===== src/rtl/eqsel_pkg.sv =====
package eqsel_pkg;

    typedef enum logic {
        CH_STANDBY = 1'b0,
        CH_ACTIVE  = 1'b1
    } ch_state_e;

    localparam int unsigned BOOST_W_DEF = 3;
    localparam int unsigned LEVEL_W_DEF = 2;

endpackage


===== src/rtl/eqsel_src_sel.sv =====
module eqsel_src_sel #(
    parameter int unsigned BOOST_W = 3
) (
    input  logic               force_ext,
    input  logic [BOOST_W-1:0] pin_boost,
    input  logic [BOOST_W-1:0] reg_boost,
    input  logic               reg_mode,
    input  logic               pin_en,
    input  logic               reg_dis,
    output logic [BOOST_W-1:0] boost_sel,
    output logic               want_active
);

    always_comb begin
        boost_sel   = force_ext ? pin_boost : reg_boost;
        want_active = reg_mode ? ~reg_dis : pin_en;
    end

endmodule


===== src/rtl/eqsel_chan_fsm.sv =====
module eqsel_chan_fsm
    import eqsel_pkg::*;
#(
    parameter int unsigned        BOOST_W   = 3,
    parameter logic [BOOST_W-1:0] BOOST_RST = 3'b100
) (
    input  logic               clk,
    input  logic               rst_n,
    input  logic               want_active,
    input  logic [BOOST_W-1:0] boost_in,
    output logic               active_o,
    output logic [BOOST_W-1:0] boost_o
);

    ch_state_e state_q;
    ch_state_e state_d;

    // next-state: WAKE, SLEEP or HOLD
    always_comb begin
        state_d = state_q;
        unique case (state_q)
            CH_STANDBY: if (want_active)  state_d = CH_ACTIVE;
            CH_ACTIVE:  if (!want_active) state_d = CH_STANDBY;
        endcase
    end

    always_ff @(posedge clk) begin
        if (!rst_n) state_q <= CH_ACTIVE;
        else        state_q <= state_d;
    end

    always_ff @(posedge clk) begin
        if (!rst_n) boost_o <= BOOST_RST;
        else        boost_o <= boost_in;
    end

    assign active_o = (state_q == CH_ACTIVE);

endmodule


===== src/rtl/eqsel_level_reg.sv =====
module eqsel_level_reg #(
    parameter int unsigned        LEVEL_W   = 2,
    parameter logic [LEVEL_W-1:0] LEVEL_RST = 2'b10
) (
    input  logic               clk,
    input  logic               rst_n,
    input  logic [LEVEL_W-1:0] level_in,
    output logic [LEVEL_W-1:0] level_o
);

    always_ff @(posedge clk) begin
        if (!rst_n) level_o <= LEVEL_RST;
        else        level_o <= level_in;
    end

endmodule


===== src/rtl/eqsel_top.sv =====
module eqsel_top
    import eqsel_pkg::*;
#(
    parameter int unsigned NUM_CH  = 4,
    parameter int unsigned BOOST_W = BOOST_W_DEF,
    parameter int unsigned LEVEL_W = LEVEL_W_DEF,
    localparam int unsigned FIELD_W = BOOST_W + 1,
    localparam int unsigned PACK_W  = NUM_CH * FIELD_W
) (
    input  logic                      clk,
    input  logic                      rst_n,
    input  logic [BOOST_W-1:0]        pin_boost,
    input  logic                      pin_force_ext,
    input  logic [NUM_CH-1:0]         pin_en,
    input  logic [PACK_W-1:0]         cfg_fields,
    input  logic                      cfg_reg_en_sel,
    input  logic [LEVEL_W-1:0]        cfg_level,
    output logic [NUM_CH*BOOST_W-1:0] eq_boost,
    output logic [NUM_CH-1:0]         ch_active,
    output logic [LEVEL_W-1:0]        out_level,
    output logic [PACK_W-1:0]         stat_fields
);

    localparam logic [BOOST_W-1:0] BOOST_RST = BOOST_W'(1) << (BOOST_W - 1);
    localparam logic [LEVEL_W-1:0] LEVEL_RST = LEVEL_W'(1) << (LEVEL_W - 1);

    for (genvar n = 0; n < NUM_CH; n++) begin : g_ch
        logic [BOOST_W-1:0] boost_sel;
        logic               want_active;
        logic [BOOST_W-1:0] boost_q;
        logic               active_q;

        eqsel_src_sel #(.BOOST_W(BOOST_W)) u_sel (
            .force_ext   (pin_force_ext),
            .pin_boost   (pin_boost),
            .reg_boost   (cfg_fields[n*FIELD_W +: BOOST_W]),
            .reg_mode    (cfg_reg_en_sel),
            .pin_en      (pin_en[n]),
            .reg_dis     (cfg_fields[n*FIELD_W + BOOST_W]),
            .boost_sel   (boost_sel),
            .want_active (want_active)
        );

        eqsel_chan_fsm #(.BOOST_W(BOOST_W), .BOOST_RST(BOOST_RST)) u_fsm (
            .clk         (clk),
            .rst_n       (rst_n),
            .want_active (want_active),
            .boost_in    (boost_sel),
            .active_o    (active_q),
            .boost_o     (boost_q)
        );

        assign eq_boost[n*BOOST_W +: BOOST_W]     = boost_q;
        assign ch_active[n]                       = active_q;
        assign stat_fields[n*FIELD_W +: BOOST_W]  = boost_q;
        assign stat_fields[n*FIELD_W + BOOST_W]   = ~active_q;
    end

    eqsel_level_reg #(.LEVEL_W(LEVEL_W), .LEVEL_RST(LEVEL_RST)) u_level (
        .clk      (clk),
        .rst_n    (rst_n),
        .level_in (cfg_level),
        .level_o  (out_level)
    );

endmodule


===== config.mk =====
export PLATFORM = sky130hd
export DESIGN_NAME = eqsel_top
export DESIGN_NICKNAME = d
export VERILOG_FILES = /design/src/rtl/eqsel_pkg.sv /design/src/rtl/eqsel_src_sel.sv /design/src/rtl/eqsel_chan_fsm.sv /design/src/rtl/eqsel_level_reg.sv /design/src/rtl/eqsel_top.sv
export SDC_FILE = /design/constraint.sdc
export NUM_CORES = 1
export LEC_CHECK = 0
export BUFFER_PORTS_ARGS = -buffer_cell sky130_fd_sc_hd__clkbuf_2
export CAP_MARGIN = 20
export CORE_MARGIN = 2
export CORE_UTILIZATION = 30
export CTS_CLUSTER_DIAMETER = 50
export DETAILED_ROUTE_END_ITERATION = 10
export PLACE_DENSITY = 0.68
export SYNTH_ARGS = -nofsm -noshare
export SYNTH_HDL_FRONTEND = slang
export SYNTH_SLANG_ARGS = --single-unit

===== constraint.sdc =====
create_clock -name clk -period 0.8 [get_ports clk]
set_clock_uncertainty 0.05 [all_clocks]
set_input_delay 0.16 -clock clk [delete_from_list [all_inputs] [get_ports clk]]
set_output_delay 0.16 -clock clk [all_outputs]
set_load 0.01 [all_outputs]

==> impl_metrics.ini <==
[grt]
grt_pass1_vias = 635
grt_overflow_total = 0
grt_pass1_wl_um = 2401
antenna_found_initial = 0
grtUsageTotal_pct = 11.79
grt_max_degree = 13

[power]
power_frac_seq_pct = 53.6
design_power_total_w = 0.001880
power.switching_w = 0.0004734
p_comb_share_pct = 23.4
netSwitchingFraction_pct = 25.18
powerDensity_nw_per_um2 = 1575
power_frac_clock_pct = 23.0
p_leak_nw = 0.6103
peakVddDrop_mv = 0.9066
p_int_w = 0.001407

[clocking]
htree_levels = 1
clockRootBuffer = clkbuf_4
cts_tree = yes
clk_pin_slew_ns = 0.10
cts_made_buffers = 3
cts_max_path_buffers = 2
clkSinkCount = 18
cts_setup_buffers = 0

[logic_synthesis]
synth_top_family_by_area = buffers and inverters
async_flop_share_pct = 0
synth_top_area_cell = dfxtp_1
yosys-top-cells-area = dfxtp_1 48%, buf_4 16%, a21boi_1 8.0%, nand2b_1 7.5%, o21ai_0 5.3%
syn-num-nets = 110
synth_top_area_share_pct = 47.84
synth_most_common_cell = dfxtp_1
synth_simple_gate_area_share_pct = 15.28
synth-xor-area-share_pct = 0
yosys_most_used_dff = dfxtp_1
avgSynthCellArea_um2 = 9.299
synth_commonest_cells = 18 x dfxtp_1, 16 x buf_4, 9 x nand2b_1
synth.distinct_cells = 13
synth_seq_cells = 18
yosysSeqAreaShare_pct = 47.84
synthMuxAreaShare_pct = 0
yosys.area_share.adder_pct = 0
synth_area_um2 = 753.2
ys_warn_count = 0
synth-compound-area-share_pct = 14.78
synth_edf_count = 0
netlist_instances = 81

[sta]
min_period_over_period_pct = 122.5
fin_ws_ns = -0.1800
rsz0062_at_grt = true
fmax_mhz = 1020
tightest_slew_ns = 0.2174
slew_viol_final = 0
maxSlewHeadroom_pct = 85.51
finalHoldViolCount = 0
tns_ns = -5.146
setup_viol = 34
min_period_ns = 0.9800

[cells_and_area]
post-route-util_pct = 49.07
fin_nets = 162
regArea_um2 = 381.6
drive_above_1_share_pct = 69.47
diodes = 0
fin_area_um2 = 1194
final_cells = 161
area_growth_pct = 58.47
multiInputGateArea_um2 = 226.5
nFillCells = 233

[hold_path]
hold_start = cfg_level[1]
whs_path_depth = 2
min_path_type = input port to register
holdPathEnd = u_level.level_o[1]

[floorplanning]
die_width_um = 54.11
coreArea_um2 = 2432
placementRows = 18
initial_core_util_pct = 30.97
die_h_um = 54.11
die_area_um2 = 2927
num_io_pins = 63

[critical_path]
crit_path_end_kind = output pin
startpoint_type = register
crit_type = register to output pin
cp.arrival_ns = 0.77
path_max_fanout = 2
worst_ep_required_time_ns = 0.59

[outcome]
violations = negative setup slack
status = complete, but fails checks

[place]
place_hpwl_um = 1312
placed_area_um2 = 987.2
gp_congestion = 0.6668
place_inst = 158
port_buffers = 62

[routing]
drc = 0
wl_um = 1741
ant_nets = 0
avgRoutedWirePerCell_um = 10.81
vias_per_cell = 4.230
first_pass_iters = 2
drtIter0Drc = 1
vias = 681

[job]
maxCapViolCount = 0
logic make-up (layout without fill, tap and decap cells):
logic type      count (synthesis)  after routing
compound gates                 17             17
flops                          18             18
simple gates                   20             20
buf+inv                        26             76
metrics by stage:
step	hold WS, ns	setup WS, ns
after floorplan	0.1830	0.1048
after global placement	0.2949	0.003750
after detailed placement	0.3015	-0.05181
after CTS	0.002981	-0.1934
after global routing	0.002239	-0.2165
final	0.003614	-0.1800
how the worst max path moves through the flow:
stage	end	startpoint	slack, ns	cells past startpoint
after floorplan	stat_fields[0]	g_ch[0].u_fsm.boost_o[0]	0.10	1
after CTS	stat_fields[15]	g_ch[3].u_fsm.active_o	-0.19	2
after global placement	g_ch[3].u_fsm.boost_o[2]	pin_force_ext	0.004	3
after detailed placement	g_ch[3].u_fsm.boost_o[2]	pin_force_ext	-0.05	3
after global routing	stat_fields[15]	g_ch[3].u_fsm.active_o	-0.22	2
final	stat_fields[11]	g_ch[2].u_fsm.active_o	-0.18	2
critical path, stage by stage (launching register included):
cell      delay, ns
dfxtp_2        0.33
inv_1          0.04
clkbuf_2       0.12
repair_timing:
item                       CTS  global route
setup endpoints to repair   34            34
hold buffers                 0             0
gates resized for setup     17            63
area by class of cell:
cell class / instances / area share (%)
repair buffers: 65 / 41.51
flip-flops and latches: 18 / 31.97
multi-input cells: 37 / 18.97
clock buffers: 3 / 1.887
well taps: 30 / 3.145
inverters: 8 / 2.516
layer usage:
metal / track usage (%) / routed length (um) / vias to the layer above
li1: - / - / 336
met1: 9.645 / 617 / 301
met2: 24.59 / 969 / 38
met3: 0.8333 / 105 / 6
met4: 9.583 / 48 / 0
met5: 0 / 0 / -
placed cells by master (no fill, tap or decap), drive strengths merged:
cell / instances
nand2: 2
nand2b: 9
buf: 36
inv: 8
nor2: 4
o21ai: 8
a21boi: 9
clkbuf: 32
dfxtp: 18
and2: 5
power groups by stage:
stage	sequential (W)	combinational (W)	clock (W)
5_1_grt	0.00102	0.000481	0.000485
3_5_place_dp	0.00100	0.000343	0
6_report	0.00101	0.000440	0.000433
4_1_cts	0.000992	0.000346	0.000441
3_3_place_gp	0.000999	0.000337	0
2_1_floorplan	0.00102	0.000192	0
registers in the layout, summed over array words and instances, names as in the netlist:
signal,cells
g_ch.u_fsm.active_o,4
g_ch.u_fsm.boost_o,12
u_level.level_o,2
(Power assumes the default switching activity.)
